## src/rtl/uart_rf_pkg.sv

```systemverilog
package uart_rf_pkg;
   localparam int BYTE_W = 8;

   // one receive queue entry: byte plus its per-character flags
   typedef struct packed {
      logic              brk;
      logic              perr;
      logic              ferr;
      logic [BYTE_W-1:0] data;
   } rx_entry_t;

   localparam int ENTRY_W = $bits(rx_entry_t);

   // word offsets seen by the bus
   localparam int OFF_DATA = 0;
   localparam int OFF_STAT = 4;

   // status word bit positions
   localparam int ST_FE = 0;
   localparam int ST_PE = 1;
   localparam int ST_BE = 2;
   localparam int ST_OE = 3;
endpackage

```

## src/rtl/uart_rf_fifo.sv

```systemverilog
module uart_rf_fifo #(
   parameter int WIDTH = 8,
   parameter int DEPTH = 16
) (
   input  logic             clk,
   input  logic             rst_n,
   input  logic             single,
   input  logic             push,
   input  logic             pop,
   input  logic [WIDTH-1:0] wdata,
   output logic [WIDTH-1:0] rdata,
   output logic             full,
   output logic             empty
);
   localparam int PTR_W = (DEPTH > 1) ? $clog2(DEPTH) : 1;
   localparam int CNT_W = $clog2(DEPTH + 1);
   localparam bit POW2  = (DEPTH & (DEPTH - 1)) == 0;
   localparam logic [PTR_W-1:0] LAST = PTR_W'(DEPTH - 1);

   if (DEPTH < 2) begin : g_bad_depth
      $error("uart_rf_fifo: DEPTH must be at least 2");
   end
   if (WIDTH < 1) begin : g_bad_width
      $error("uart_rf_fifo: WIDTH must be positive");
   end

   logic [WIDTH-1:0] mem [DEPTH];
   logic [PTR_W-1:0] wr_ptr, rd_ptr, wr_nxt, rd_nxt;
   logic [CNT_W-1:0] count;
   logic             do_push, do_pop;

   assign empty   = (count == '0);
   assign full    = single ? (count != '0) : (count == CNT_W'(DEPTH));
   assign do_push = push && !full;
   assign do_pop  = pop && !empty;
   assign rdata   = mem[rd_ptr];

   // pointer advance: natural wrap for power-of-two depths, compare otherwise
   if (POW2) begin : g_wrap_nat
      assign wr_nxt = wr_ptr + 1'b1;
      assign rd_nxt = rd_ptr + 1'b1;
   end else begin : g_wrap_cmp
      assign wr_nxt = (wr_ptr == LAST) ? '0 : wr_ptr + 1'b1;
      assign rd_nxt = (rd_ptr == LAST) ? '0 : rd_ptr + 1'b1;
   end

   always_ff @(posedge clk) begin
      if (do_push) mem[wr_ptr] <= wdata;
   end

   always_ff @(posedge clk or negedge rst_n) begin
      if (!rst_n) begin
         wr_ptr <= '0;
         rd_ptr <= '0;
         count  <= '0;
      end else begin
         if (do_push) wr_ptr <= wr_nxt;
         if (do_pop)  rd_ptr <= rd_nxt;
         case ({do_push, do_pop})
            2'b10:   count <= count + 1'b1;
            2'b01:   count <= count - 1'b1;
            default: count <= count;
         endcase
      end
   end
endmodule

```

## src/rtl/uart_rf_rx.sv

```systemverilog
module uart_rf_rx
   import uart_rf_pkg::*;
#(
   parameter int DEPTH = 16
) (
   input  logic              clk,
   input  logic              rst_n,
   input  logic              fifo_en,
   input  logic              rx_valid,
   input  logic [BYTE_W-1:0] rx_data,
   input  logic              rx_par_bit,
   input  logic              rx_frame_err,
   input  logic              rx_break,
   input  logic              par_en,
   input  logic              par_odd,
   input  logic              rd_pop,
   input  logic              stat_clr,
   output logic [BYTE_W-1:0] rd_byte,
   output logic [BYTE_W-1:0] status,
   output logic              full,
   output logic              empty
);
   rx_entry_t in_ent, head_ent;
   logic      ovr_set, take;
   logic      fe_q, pe_q, be_q, oe_q;

   // parity check at arrival: ones count of data plus parity bit against sense
   assign in_ent.data = rx_data;
   assign in_ent.ferr = rx_frame_err;
   assign in_ent.brk  = rx_break;
   assign in_ent.perr = par_en && ((^{rx_data, rx_par_bit}) != par_odd);

   assign ovr_set = rx_valid && full;
   assign take    = rd_pop && !empty;

   uart_rf_fifo #(.WIDTH(ENTRY_W), .DEPTH(DEPTH)) u_q (
      .clk   (clk),
      .rst_n (rst_n),
      .single(!fifo_en),
      .push  (rx_valid),
      .pop   (take),
      .wdata (in_ent),
      .rdata (head_ent),
      .full  (full),
      .empty (empty)
   );

   assign rd_byte = empty ? '0 : head_ent.data;

   always_ff @(posedge clk or negedge rst_n) begin
      if (!rst_n) begin
         fe_q <= 1'b0;
         pe_q <= 1'b0;
         be_q <= 1'b0;
         oe_q <= 1'b0;
      end else if (stat_clr) begin
         fe_q <= 1'b0;
         pe_q <= 1'b0;
         be_q <= 1'b0;
         oe_q <= ovr_set;
      end else begin
         if (take) begin
            fe_q <= head_ent.ferr;
            pe_q <= head_ent.perr;
            be_q <= head_ent.brk;
         end
         if (ovr_set) oe_q <= 1'b1;
      end
   end

   always_comb begin
      status        = '0;
      status[ST_FE] = fe_q;
      status[ST_PE] = pe_q;
      status[ST_BE] = be_q;
      status[ST_OE] = oe_q;
   end
endmodule

```

## src/rtl/uart_rf_tx.sv

```systemverilog
module uart_rf_tx
   import uart_rf_pkg::*;
#(
   parameter int DEPTH = 16
) (
   input  logic              clk,
   input  logic              rst_n,
   input  logic              fifo_en,
   input  logic              wr_push,
   input  logic [BYTE_W-1:0] wr_byte,
   input  logic              tx_ready,
   output logic [BYTE_W-1:0] tx_data,
   output logic              tx_valid,
   output logic              full,
   output logic              empty
);
   logic [BYTE_W-1:0] head;

   uart_rf_fifo #(.WIDTH(BYTE_W), .DEPTH(DEPTH)) u_q (
      .clk   (clk),
      .rst_n (rst_n),
      .single(!fifo_en),
      .push  (wr_push),
      .pop   (tx_ready),
      .wdata (wr_byte),
      .rdata (head),
      .full  (full),
      .empty (empty)
   );

   assign tx_valid = !empty;
   assign tx_data  = empty ? '0 : head;
endmodule

```

## src/rtl/uart_regfront.sv

```systemverilog
module uart_regfront
   import uart_rf_pkg::*;
#(
   parameter int DEPTH  = 16,
   parameter int ADDR_W = 3
) (
   input  logic              clk,
   input  logic              rst_n,
   input  logic              fifo_en,
   input  logic              bus_wr,
   input  logic              bus_rd,
   input  logic [ADDR_W-1:0] bus_addr,
   input  logic [BYTE_W-1:0] bus_wdata,
   output logic [BYTE_W-1:0] bus_rdata,
   output logic [BYTE_W-1:0] tx_data,
   output logic              tx_valid,
   input  logic              tx_ready,
   output logic              tx_full,
   output logic              tx_empty,
   input  logic              rx_valid,
   input  logic [BYTE_W-1:0] rx_data,
   input  logic              rx_par_bit,
   input  logic              rx_frame_err,
   input  logic              rx_break,
   input  logic              par_en,
   input  logic              par_odd,
   output logic              rx_full,
   output logic              rx_empty
);
   if (ADDR_W < 3) begin : g_bad_addr
      $error("uart_regfront: ADDR_W must reach offset 4");
   end

   localparam logic [ADDR_W-1:0] A_DATA = ADDR_W'(OFF_DATA);
   localparam logic [ADDR_W-1:0] A_STAT = ADDR_W'(OFF_STAT);

   logic              hit_data, hit_stat;
   logic [BYTE_W-1:0] rx_byte, rx_status;

   assign hit_data = (bus_addr == A_DATA);
   assign hit_stat = (bus_addr == A_STAT);

   uart_rf_tx #(.DEPTH(DEPTH)) u_tx (
      .clk     (clk),
      .rst_n   (rst_n),
      .fifo_en (fifo_en),
      .wr_push (bus_wr && hit_data),
      .wr_byte (bus_wdata),
      .tx_ready(tx_ready),
      .tx_data (tx_data),
      .tx_valid(tx_valid),
      .full    (tx_full),
      .empty   (tx_empty)
   );

   uart_rf_rx #(.DEPTH(DEPTH)) u_rx (
      .clk         (clk),
      .rst_n       (rst_n),
      .fifo_en     (fifo_en),
      .rx_valid    (rx_valid),
      .rx_data     (rx_data),
      .rx_par_bit  (rx_par_bit),
      .rx_frame_err(rx_frame_err),
      .rx_break    (rx_break),
      .par_en      (par_en),
      .par_odd     (par_odd),
      .rd_pop      (bus_rd && hit_data),
      .stat_clr    (bus_wr && hit_stat),
      .rd_byte     (rx_byte),
      .status      (rx_status),
      .full        (rx_full),
      .empty       (rx_empty)
   );

   always_comb begin
      bus_rdata = '0;
      if (bus_rd) begin
         if (hit_data)      bus_rdata = rx_byte;
         else if (hit_stat) bus_rdata = rx_status;
      end
   end
endmodule

```

## config.mk

```make
export PLATFORM = sky130hd
export DESIGN_NAME = uart_regfront
export DESIGN_NICKNAME = d
export VERILOG_FILES = /design/src/rtl/uart_rf_pkg.sv /design/src/rtl/uart_rf_fifo.sv /design/src/rtl/uart_rf_rx.sv /design/src/rtl/uart_rf_tx.sv /design/src/rtl/uart_regfront.sv
export SDC_FILE = /design/constraint.sdc
export NUM_CORES = 1
export LEC_CHECK = 0
export ABC_AREA = 1
export BUFFER_PORTS_ARGS = -buffer_cell sky130_fd_sc_hd__buf_2
export CORE_MARGIN = 5
export CORE_UTILIZATION = 40
export DETAILED_ROUTE_END_ITERATION = 8
export PLACE_DENSITY = 0.69
export RECOVER_POWER = 25
export SLEW_MARGIN = 20
export SYNTH_ARGS = -nofsm -noshare
export SYNTH_HDL_FRONTEND = slang
export SYNTH_SLANG_ARGS = --single-unit
```

## constraint.sdc

```tcl
create_clock -name clk -period 2.3 [get_ports clk]
set_input_delay 0.115 -clock clk [delete_from_list [all_inputs] [get_ports clk]]
set_output_delay 0.115 -clock clk [all_outputs]
set_load 0.02 [all_outputs]
```

==> impl_metrics.env, run 1 <==
export IMPL_first_global_vias=9517
export IMPL_die_y_um=198
export IMPL_report_final_hold_viol_count=0
export IMPL_layout_filler_cells=2852
export IMPL_drt_total_wl_um=38400
export IMPL_power_static_leakage_nw=6.87
export IMPL_failed_checks="negative setup slack"
export IMPL_tritoncts_num_sinks=334
export IMPL_crit_path_max_fanout=9
export IMPL_placed_cell_area_um2=15400
export IMPL_grt_first_pass_wirelength_um=53900
export IMPL_critical_path_arrival_ns=2.20
export IMPL_top_level_ports=52
export IMPL_critPathRequiredTime_ns=2.18
export IMPL_detail_route_vias_per_cell=5.37
export IMPL_grt_util_all_layers_pct=17.6
export IMPL_clock_fmax_ghz=0.433
export IMPL_detail_route_first_pass_iterations=6
export IMPL_cts_root_buf="clkbuf_16"
export IMPL_setup_total_negative_slack_ns=-0.0185
export IMPL_finish_instance_area_um2=18200
export IMPL_drt_first_iter_violations=1137
export IMPL_final_nets=1458
export IMPL_pin_count_of_the_biggest_net_entering_global_routing=49
export IMPL_num_antenna_cells=0
export IMPL_place_detailed_hpwl_um=20400
export IMPL_ir_drop_worst_vdd_uv=955
export IMPL_layout_common_cells="edfxtp_1 (304), nand2_1 (274), nor2_1 (131), buf_4 (89), nand3_1 (67)"
export IMPL_hp_class="in2reg"
export IMPL_finalWeightedCongestion=0.822
export IMPL_avgSynthCellArea_um2=11.4
export IMPL_syn_instance_count=1240
export IMPL_drc=0
export IMPL_final_standard_cell_count_with_taps_included_and_fillers_excluded=1893
export IMPL_result_of_the_run="finished, violations left"
export IMPL_layout_drive_gt1_share_pct=25.3
export IMPL_globalRoute_totalOverflow=0
export IMPL_synth_yosys_seq_area_share_pct=69.6
export IMPL_dp_cells=1761
export IMPL_mappedNetlistArea_um2=14200
export IMPL_synth_edf_count=304
export IMPL_grt_antenna_before_repair=1
export IMPL_cts_made_buffers=35
export IMPL_core_area_um2=35300
export IMPL_final_antenna_net_count=0
export IMPL_final_period_minus_worst_setup_slack_ns=2.31
export IMPL_report_final_slew_viol_count=0
export IMPL_cap_violations=0
export IMPL_worst_pin_slew_ns=0.976
export IMPL_synth_area_top_cells="edfxtp_1 (64%), nand2_1 (7.9%), dfrtp_1 (5.3%), nor2_1 (4.0%), nand3_1 (3.4%)"
export IMPL_die_width_um=198
export IMPL_synthesis_yosys_warnings=0
export IMPL_die_area_um2=39300
export IMPL_clk_path_buf_depth=3
export IMPL_cellPowerDensity_nw_per_um2=1260
export IMPL_synthDistinctLibCells=38
export IMPL_flow_area_growth_from_synthesis_pct=28.3
export IMPL_cts_tree="done"
export IMPL_cts_htree_levels=2
export IMPL_setup_viol=3
export IMPL_rsz0062_at_grt="true"
export IMPL_worstHoldPathCells=5
export IMPL_timing_critical_path_from_type="register"
export IMPL_clkLatencyLatePin_ns=0.53
export IMPL_timing_worst_setup_path_type="reg2out"
export IMPL_min_period_over_period_pct=100
export IMPL_mostFrequentLayoutCell="edfxtp_1"
export IMPL_r2r_worst_path_cells=16
export IMPL_worst_path_clk_slew_ns=0.06
export IMPL_max_slew_margin_rel_pct=35.0
export IMPL_synth_largest_area_cell="edfxtp_1"
export IMPL_largest_clock_skew_in_the_final_design_ns=0.0338
export IMPL_wire_per_inst_um=20.3
export IMPL_routed_via_count=10200
export IMPL_post_synth_top_area_fraction_pct=64.3
export IMPL_final_setup_worst_slack_ns=-0.0105
export IMPL_async_flop_share_pct=8.98
export IMPL_syn_num_nets=1290
export IMPL_initial_core_util_pct=40.2
export IMPL_row_count=69
export IMPL_synth_flop_type="edfxtp_1"
export IMPL_port_buffer_count=51
export IMPL_synth_ff_latch_count=334
export IMPL_critical_path_endpoint_type="output pin"
[synth_stat cells, types with 4 or more instances]
master,n
xor2_1,20
edfxtp_1,304
buf_4,10
dfrtp_1,30
o21bai_1,4
o21ai_0,91
nand2_1,300
o22ai_1,9
clkbuf_1,22
o21ai_1,5
inv_1,48
a21oi_1,53
o31ai_1,16
buf_2,24
nand3_1,96
nor2_1,151
o211ai_1,5
ha_1,18
xnor2_1,5
[registers in the layout, summed over array words and instances, names as in the netlist]
name,flops
u_tx.u_q.count,5
u_rx.oe_q,1
u_rx.u_q.wr_ptr,4
u_tx.u_q.mem,128
u_tx.u_q.wr_ptr,4
u_rx.fe_q,1
u_rx.u_q.count,5
u_rx.pe_q,1
u_rx.u_q.rd_ptr,4
u_rx.u_q.mem,176
u_rx.be_q,1
u_tx.u_q.rd_ptr,4
[power by group]
part | total (mW) | switching [mW] | internal (mW)
registers | 7.44 | 0.356 | 7.08
logic | 10.0 | 5.92 | 4.08
clock network | 5.58 | 2.33 | 3.24
total | 23.0 | 8.61 | 14.4
[final cells by class]
| cell class | count | area, µm² | area share, % |
|---|---|---|---|
| timing repair inverter | 2 | 23.8 | 0.131 |
| clock buffer | 43 | 927 | 5.09 |
| multi-input combinational | 794 | 4390 | 24.1 |
| timing repair buffer | 188 | 1940 | 10.7 |
| clock inverter | 18 | 208 | 1.14 |
| inverter | 53 | 251 | 1.38 |
| sequential | 334 | 9880 | 54.3 |
| tap | 461 | 577 | 3.17 |
[metrics by stage]
stage	util (%)	setup WS, ns	power (mW)	hold slack, ns
2_1_floorplan	-	-0.0621	12.1	-0.181
3_3_place_gp	43.5	0.107	14.0	0.197
3_5_place_dp	43.5	0.0535	14.2	0.204
4_1_cts	48.3	-0.0215	20.7	0.00950
5_1_grt	51.6	-0.136	24.1	0.0588
6_report	51.6	-0.0105	23.0	0.0284
[per-layer routing]
metal  up-vias  wire [µm]  track usage [%]
met1      4908      15100             23.8
li1       4643          -                -
met3        90       3440             2.60
met2       531      18700             29.7
met4         2       1150             5.36
met5         -         13                0
[path summary, 6_finish.rpt]
check                                                from                             end  slack [ns]
max                        u_tx.u_q.rd_ptr[0]$_DFFE_PN0P_                      tx_data[7]       -0.01
max reg2reg                 u_tx.u_q.count[3]$_DFFE_PN0P_   u_tx.u_q.count[4]$_DFFE_PN0P_        0.09
min                                           bus_addr[1]           u_rx.oe_q$_DFFE_PN0P_        0.03
min in group asynchronous                           rst_n  u_rx.u_q.wr_ptr[3]$_DFFE_PN0P_        0.19
min reg2reg                         u_rx.pe_q$_DFFE_PN0P_           u_rx.pe_q$_DFFE_PN0P_        0.49
max in group asynchronous                           rst_n  u_rx.u_q.rd_ptr[1]$_DFFE_PN0P_        1.59
[critical path, stage by stage, from the launching register on]
cell and delay [ns]:
dfrtp_2 0.46, buf_6 0.15, buf_8 0.13, buf_16 0.15, o21ai_2 0.15, nor2_2 0.05, o31ai_2 0.28, a21oi_1 0.13
buf_4 0.17
[timing repair]
action / 4_1_cts / 5_1_grt
gates cloned: 7 / 19
endpoints found under the hold margin: 140 / 0
gates resized for setup: 45 / 179
pin swaps: 5 / 68
buffers inserted: 9 / 25
setup endpoints to repair: 16 / 19
hold buffers: 13 / 0
[cell families (layout without fill, tap and decap cells)]
| logic type | count (synthesis) | count (layout) | share of synthesized area [%] |
|---|---|---|---|
| simple gates | 564 | 564 | 16.4 |
| flops | 334 | 334 | 69.6 |
| fa+ha+maj | 19 | 19 | 1.73 |
| xor+xnor | 25 | 25 | 1.54 |
| compound gates | 186 | 186 | 7.13 |
| buf+inv | 112 | 304 | 3.61 |
(Power assumes the default switching activity.)
==> inputs of run 2 (changes only) <==
Settings changed: ABC_AREA 1 to unset.
==> impl_metrics.env, run 2 <==
export IMPL_tritoncts_num_sinks=334
export IMPL_final_period_minus_worst_setup_slack_ns=2.72
export IMPL_synth_most_common_cell="edfxtp_1"
export IMPL_ir_drop_worst_vdd_uv=897
export IMPL_cp_slowest_stage_delay_ns=0.55
export IMPL_ys_top_cells_by_count="edfxtp_1 (304), mux4_2 (74), mux2i_1 (31)"
export IMPL_worst_path_clk_slew_ns=0.06
export IMPL_async_flop_share_pct=8.98
export IMPL_flow_area_growth_from_synthesis_pct=28.3
export IMPL_placed_cell_area_um2=15400
export IMPL_detail_route_first_pass_iterations=8
export IMPL_timing_hold_worst_start="bus_addr[2]"
export IMPL_dp_cells=1256
export IMPL_largest_registers="u_rx.u_q.mem (176), u_tx.u_q.mem (128)"
export IMPL_clock_fmax_ghz=0.368
export IMPL_result_of_the_run="finished, violations left"
export IMPL_rrSetupSlack_ns=-0.42
export IMPL_finalWeightedCongestion=0.785
export IMPL_port_buffer_count=51
export IMPL_cts_made_buffers=35
export IMPL_drt_total_wl_um=30900
export IMPL_max_slew_margin_rel_pct=47.6
export IMPL_die_width_um=195
export IMPL_critPathRequiredTime_ns=2.69
export IMPL_core_area_um2=33700
export IMPL_mappedNetlistArea_um2=13700
export IMPL_failed_checks="negative setup slack"
export IMPL_timing_critical_path_buf_inv=1
export IMPL_synth_yosys_seq_area_share_pct=72.1
export IMPL_drc=0
export IMPL_wire_per_inst_um=22.7
export IMPL_drt_first_iter_violations=442
export IMPL_cap_violations=0
export IMPL_timing_worst_setup_path_type="reg2reg"
export IMPL_worstReg2RegEnd="u_tx.u_q.count[4]$_DFFE_PN0P_"
export IMPL_critical_path_arrival_ns=3.11
export IMPL_die_area_um2=38100
export IMPL_layout_drive_gt1_share_pct=40.4
export IMPL_first_global_vias=7487
export IMPL_globalRoute_totalOverflow=0
export IMPL_hp_class="in2reg"
export IMPL_pin_count_of_the_biggest_net_entering_global_routing=36
export IMPL_report_final_slew_viol_count=0
export IMPL_timing_critical_path_from_type="register"
export IMPL_worst_hold_slack_ns=0.149
export IMPL_synth_ff_latch_count=334
export IMPL_min_period_over_period_pct=118
export IMPL_worst_hold_path_ep="u_tx.u_q.wr_ptr[3]$_DFFE_PN0P_"
export IMPL_avgSynthCellArea_um2=19.4
export IMPL_crit_chain="or4_4, mux2i_2, and2_4, inv_4, ha_4, xor2_1, ha_2, o211a_1, or4_1, nand3_1, nor3b_1"
export IMPL_critical_path_top_delay_family="simple AND/OR/NAND/NOR gates"
export IMPL_grt_util_all_layers_pct=15.7
export IMPL_synth_simple_gate_area_share_pct=4.77
export IMPL_finish_instance_area_um2=17600
export IMPL_syn_num_nets=757
export IMPL_final_nets=938
export IMPL_cellPowerDensity_nw_per_um2=1110
export IMPL_num_antenna_cells=0
export IMPL_crit_path_max_fanout=2
export IMPL_syn_instance_count=707
export IMPL_synth_xor_area_share_pct=1.89
export IMPL_post_synth_top_area_fraction_pct=66.6
export IMPL_final_antenna_net_count=0
export IMPL_routed_via_count=7308
export IMPL_cts_tree="done"
export IMPL_die_y_um=195
export IMPL_synthesis_yosys_warnings=0
export IMPL_top_level_ports=52
export IMPL_synth_edf_count=304
export IMPL_synthDistinctLibCells=61
export IMPL_report_final_hold_viol_count=0
export IMPL_initial_core_util_pct=40.7
export IMPL_grt_antenna_before_repair=0
export IMPL_final_standard_cell_count_with_taps_included_and_fillers_excluded=1362
export IMPL_largest_clock_skew_in_the_final_design_ns=0.0217
export IMPL_layout_common_cells="edfxtp_1 (304), mux4_2 (74), buf_4 (64), clkbuf_16 (41), buf_6 (27)"
export IMPL_power_static_leakage_nw=6.07
export IMPL_cts_root_buf="clkbuf_16"
export IMPL_synth_mux_area_share_pct=15.4
export IMPL_synth_top_family_by_area="multiplexers"
export IMPL_detail_route_vias_per_cell=5.37
export IMPL_layout_filler_cells=2631
export IMPL_synth_largest_area_cell="edfxtp_1"
export IMPL_slowest_stage_cell_cp="or4_4"
export IMPL_clkLatencyLatePin_ns=0.51
export IMPL_clk_path_buf_depth=3
export IMPL_share_of_the_synthesized_area_in_compound_gates_ao_oa_aoi_oai_pct=2.23
export IMPL_critical_path_reg2reg_startpoint="u_tx.u_q.count[2]$_DFFE_PN0P_"
export IMPL_r2r_worst_path_cells=11
export IMPL_synth_adder_area_share_pct=1.79
export IMPL_critical_path_endpoint_type="register"
export IMPL_worstHoldPathCells=5
export IMPL_final_setup_worst_slack_ns=-0.416
export IMPL_setup_viol=37
export IMPL_worst_pin_slew_ns=0.787
export IMPL_row_count=67
export IMPL_grt_first_pass_wirelength_um=45900
export IMPL_cts_htree_levels=2
export IMPL_rsz0062_at_grt="true"
export IMPL_synth_flop_type="edfxtp_1"
export IMPL_flip_flop_count_of_the_largest_register_all_copies_and_words_added=176
export IMPL_mostFrequentLayoutCell="edfxtp_1"
export IMPL_registers_top_by_ff_count="u_rx.u_q.mem"
export IMPL_synth_area_top_cells="edfxtp_1 (67%), mux4_2 (12%), dfrtp_1 (5.5%), mux2i_1 (2.3%), ha_1 (1.6%)"
export IMPL_place_detailed_hpwl_um=18600
run 2: what timing repair did:
action | 4_1_cts | 5_1_grt
hold buffers | 15 | 0
resized for setup | 65 | 85
gates cloned | 5 | 5
setup buffers | 17 | 7
endpoints found under the setup margin | 147 | 191
pin swaps | 19 | 21
endpoints found under the hold margin | 213 | 0
run 2: worst max path at each step:
stage,startpoint,end,cells after the start
floorplan,u_tx.u_q.count[1]$_DFFE_PN0P_,u_tx.u_q.count[4]$_DFFE_PN0P_,14
global placement,u_tx.u_q.count[0]$_DFFE_PN0P_,u_tx.u_q.count[4]$_DFFE_PN0P_,11
detailed placement,u_tx.u_q.count[0]$_DFFE_PN0P_,u_tx.u_q.count[4]$_DFFE_PN0P_,11
CTS,u_tx.u_q.count[0]$_DFFE_PN0P_,u_tx.u_q.count[4]$_DFFE_PN0P_,11
global route,u_tx.u_q.count[2]$_DFFE_PN0P_,u_tx.u_q.count[4]$_DFFE_PN0P_,11
finish,u_tx.u_q.count[2]$_DFFE_PN0P_,u_tx.u_q.count[4]$_DFFE_PN0P_,11
run 2: cells by family after synthesis:
logic type / after synthesis
and+or+nand+nor: 110
muxes: 116
DFF: 334
buffers and inverters: 54
xor gates and xnor gates: 28
adders and majority gates: 19
AOI/OAI and AO/OA: 46
run 2: power by group:
part | switching (mW) | internal [mW] | leakage, nW
clock | 2.22 | 3.29 | 0.546
combinational | 3.20 | 3.44 | 2.42
sequential | 0.356 | 7.11 | 3.10
run 2: routing by layer:
metal	GRT usage (%)	wire [µm]	part of all wire, %	up-vias
met5	0	0	0	-
met4	3.85	626	2.0	0
met3	2.72	1760	5.7	46
met2	26.4	15800	51	255
met1	21.4	12700	41	3783
li1	-	-	-	3224
run 2: tightest hold or removal path, stage by stage:
cell,delay [ns]
buf_2,0.11
nor4b_1,0.07
buf_4,0.16
nand3_1,0.09
xnor2_1,0.06
run 2: final cells by class:
cell class	instances	area, µm²	area share (%)
clock buffers	47	962	5.47
clock inverters	16	168	0.953
flip-flops and latches	334	9880	56.2
well taps	448	561	3.19
multi-input cells	319	4060	23.1
inverters	17	71.3	0.405
repair buffers	181	1890	10.7
run 2: per-stage QoR:
stage | TNS (ns) | util (%) | setup slack (ns) | power [mW]
after CTS | -3.63 | 51.0 | -0.401 | 19.0
after global routing | -7.24 | 52.2 | -0.520 | 20.5
after floorplan | -3.43 | - | -0.707 | 11.1
final | -3.21 | 52.2 | -0.416 | 19.6
after detailed placement | -2.67 | 45.7 | -0.472 | 12.8
after global placement | -1.64 | 45.7 | -0.448 | 12.7
==> inputs of run 3 (changes only) <==
Settings changed: REMOVE_ABC_BUFFERS set to 1, SYNTH_HIERARCHICAL set to 1.
==> impl_metrics.env, run 3 <==
export IMPL_port_buffer_count=51
export IMPL_critical_path_endpoint_type="output pin"
export IMPL_die_width_um=196
export IMPL_synth_largest_area_cell="edfxtp_1"
export IMPL_registers_top_by_ff_count="u_rx/u_q/mem"
export IMPL_critPathRequiredTime_ns=2.18
export IMPL_mostFrequentLayoutCell="edfxtp_1"
export IMPL_detail_route_first_pass_iterations=5
export IMPL_top_level_ports=52
export IMPL_largest_registers="u_rx/u_q/mem (176), u_tx/u_q/mem (128)"
export IMPL_globalRouteMet1Util_pct=21.3
export IMPL_ir_drop_worst_vdd_uv=762
export IMPL_largest_clock_skew_in_the_final_design_ns=0.0259
export IMPL_clock_fmax_ghz=0.359
export IMPL_clkLatencyLatePin_ns=0.53
export IMPL_grt_first_pass_wirelength_um=48900
export IMPL_setup_total_negative_slack_ns=-19.46
export IMPL_rrSetupSlack_ns=-0.23
export IMPL_layout_drive_gt1_share_pct=40.8
export IMPL_drt_first_iter_violations=529
export IMPL_power_static_leakage_nw=6.15
export IMPL_share_of_total_power_in_combinational_logic_pct=36.0
export IMPL_power_switching_mw=6.25
export IMPL_grt_antenna_before_repair=0
export IMPL_gr_max_usage_layer="met2"
export IMPL_avgSynthCellArea_um2=18.6
export IMPL_area_of_the_multi_input_gates_um2=4130
export IMPL_synth_area_top_cells="edfxtp_1 (66%), mux4_2 (12%), dfrtp_1 (5.4%), a22oi_1 (2.1%), ha_1 (1.6%)"
export IMPL_die_area_um2=38400
export IMPL_layout_filler_cells=2678
export IMPL_register_area_um2=9880
export IMPL_met3_usage_pct=3.07
export IMPL_synth_most_common_cell="edfxtp_1"
export IMPL_cap_violations=0
export IMPL_internal_power_mw=13.9
export IMPL_timing_worst_setup_path_type="reg2out"
export IMPL_grt_util_all_layers_pct=16.7
export IMPL_syn_instance_count=742
export IMPL_synthesis_yosys_warnings=6
export IMPL_initial_core_util_pct=40.2
export IMPL_first_global_vias=8049
export IMPL_grt_use_met2_pct=29.6
export IMPL_row_count=68
export IMPL_layout_common_cells="edfxtp_1 (304), mux4_2 (76), buf_4 (75), clkbuf_16 (40), buf_6 (35)"
export IMPL_globalRoute_totalOverflow=0
export IMPL_cts_root_buf="clkbuf_16"
export IMPL_cts_htree_levels=2
export IMPL_cts_tree="done"
export IMPL_finalWeightedCongestion=0.753
export IMPL_core_area_um2=34400
export IMPL_failed_checks="negative setup slack"
export IMPL_drt_total_wl_um=32100
export IMPL_synthDistinctLibCells=41
export IMPL_final_nets=985
export IMPL_die_y_um=196
export IMPL_final_antenna_net_count=0
export IMPL_drc=0
export IMPL_pin_count_of_the_biggest_net_entering_global_routing=31
export IMPL_mappedNetlistArea_um2=13800
export IMPL_min_period_over_period_pct=121
export IMPL_cts_made_buffers=35
export IMPL_synth_flop_type="edfxtp_1"
export IMPL_wire_per_inst_um=22.6
export IMPL_clk_path_buf_depth=3
export IMPL_synth_yosys_seq_area_share_pct=71.4
export IMPL_cellPowerDensity_nw_per_um2=1140
export IMPL_worst_path_clk_slew_ns=0.06
export IMPL_dp_worst_setup_slack_ns=-0.434
export IMPL_final_period_minus_worst_setup_slack_ns=2.78
export IMPL_tritoncts_num_sinks=334
export IMPL_timing_critical_path_from_type="register"
export IMPL_async_flop_share_pct=8.98
export IMPL_result_of_the_run="finished, violations left"
export IMPL_post_synth_top_area_fraction_pct=66.0
export IMPL_report_final_hold_viol_count=0
export IMPL_max_slew_margin_rel_pct=47.0
export IMPL_crit_path_max_fanout=7
export IMPL_rsz0062_at_grt="true"
export IMPL_flow_area_growth_from_synthesis_pct=28.4
export IMPL_synth_ff_latch_count=334
export IMPL_synth_edf_count=304
export IMPL_critical_path_arrival_ns=2.67
export IMPL_worst_pin_slew_ns=0.792
export IMPL_flip_flop_count_of_the_largest_register_all_copies_and_words_added=176
export IMPL_report_final_slew_viol_count=0
export IMPL_hp_class="in2reg"
export IMPL_routed_via_count=7671
export IMPL_place_detailed_hpwl_um=19500
export IMPL_setup_viol=176
export IMPL_ys_top_cells_by_count="edfxtp_1 (304), mux4_2 (76), a22oi_1 (38)"
export IMPL_power_total_mw=20.2
export IMPL_pwr_share_clk_pct=27.1
export IMPL_share_seq_of_total_power_pct=36.9
export IMPL_power_switching_share_pct=31.0
export IMPL_detail_route_vias_per_cell=5.42
export IMPL_final_setup_worst_slack_ns=-0.482
==> run 3: changes by cell type after synthesis, moves of 6 or more <==
| cell | previous run | this run |
|---|---|---|
| a22oi_1 | 0 | 38 |
| nor2_1 | 12 | 37 |
| nand2_1 | 14 | 34 |
| mux2i_1 | 31 | 13 |
| nor2b_1 | 7 | 20 |
| o22ai_1 | 13 | 0 |
| and3_1 | 10 | 2 |
| nor3_1 | 12 | 4 |
| buf_2 | 16 | 9 |
| buf_4 | 1 | 8 |
| clkbuf_1 | 13 | 20 |
| nand2b_1 | 7 | 1 |
| o21ai_0 | 11 | 5 |
==> run 3: area by class of cell <==
class | instances | area share, %
clock buffer | 43 | 5.21
antenna | 1 | 0.0141
inverter | 21 | 0.514
timing repair buffer | 197 | 11.1
tap | 455 | 3.21
sequential | 334 | 55.7
multi-input combinational | 347 | 23.2
clock inverter | 18 | 1.11
==> run 3: critical path, cell delays in order, from the launching register on <==
cell     delay [ns]
dfrtp_2        0.38
buf_12         0.16
buf_12         0.14
mux4_2         0.52
a22oi_2        0.21
nand2_2        0.12
nor2b_1        0.15
mux2i_1        0.21
nor2_1         0.07
buf_2          0.17
==> run 3: worst paths after layout <==
check                                                     from                        endpoint  depth (start not counted)
worst min register to register           u_rx/fe_q$_DFFE_PN0P_           u_rx/fe_q$_DFFE_PN0P_                          2
max in group asynchronous                                rst_n  u_rx/u_q/rd_ptr[0]$_DFFE_PN0P_                          2
worst max-delay path            u_rx/u_q/rd_ptr[0]$_DFFE_PN0P_                    bus_rdata[0]                          9
worst min-delay path                               bus_addr[0]  u_tx/u_q/wr_ptr[2]$_DFFE_PN0P_                          5
worst max register to register   u_rx/u_q/count[1]$_DFFE_PN0P_   u_rx/u_q/count[4]$_DFFE_PN0P_                         12
min in group asynchronous                                rst_n   u_tx/u_q/count[4]$_DFFE_PN0P_                          2
==> run 3: repair_timing <==
| action | in CTS | in global routing |
|---|---|---|
| hold endpoints to repair | 225 | 0 |
| gates resized for setup | 130 | 49 |
| setup endpoints to repair | 209 | 232 |
| hold buffers | 18 | 0 |
| pin swaps | 46 | 27 |
| setup buffers | 23 | 8 |
| cloned | 14 | 0 |
==> run 3: power by group through the flow <==
stage / logic [mW] / clock network (mW) / registers [mW]
2_1_floorplan: 3.19 / 0 / 7.96
3_3_place_gp: 5.64 / 0 / 7.52
3_5_place_dp: 5.73 / 0 / 7.55
4_1_cts: 7.04 / 5.57 / 7.42
5_1_grt: 7.76 / 5.88 / 7.50
6_report: 7.26 / 5.47 / 7.46
==> run 3: logic make-up (layout without fill, tap and decap cells) <==
kind of cell	Yosys count	count (layout)	share of synthesized area, %
buffers and inverters	64	279	2.23
XOR/XNOR	32	32	2.13
other	1	5	0.0271
AO/OA/AOI/OAI	53	53	2.70
multiplexers	97	97	14.2
flip-flops	334	334	71.4
adder cells (fa/ha/maj)	18	18	1.63
AND/OR/NAND/NOR	143	143	5.66
==> run 3: stage by stage <==
stage / util [%] / instances / area (µm²) / hold WS (ns)
6_report: 51.7 / 1416 / 17800 / 0.100
5_1_grt: 51.7 / 1415 / 17800 / 0.116
4_1_cts: 51.7 / 1419 / 17800 / 0.0337
3_5_place_dp: 44.8 / 1304 / 15400 / 0.225
3_3_place_gp: 44.8 / 1304 / 15400 / 0.216
2_1_floorplan: - / 702 / 13600 / -0.181
==> run 3: layer usage <==
metal	share of wire [%]	wire length, µm
met1	39	12300
met2	52	16700
met3	6.8	2190
met4	2.5	799
met5	0	0
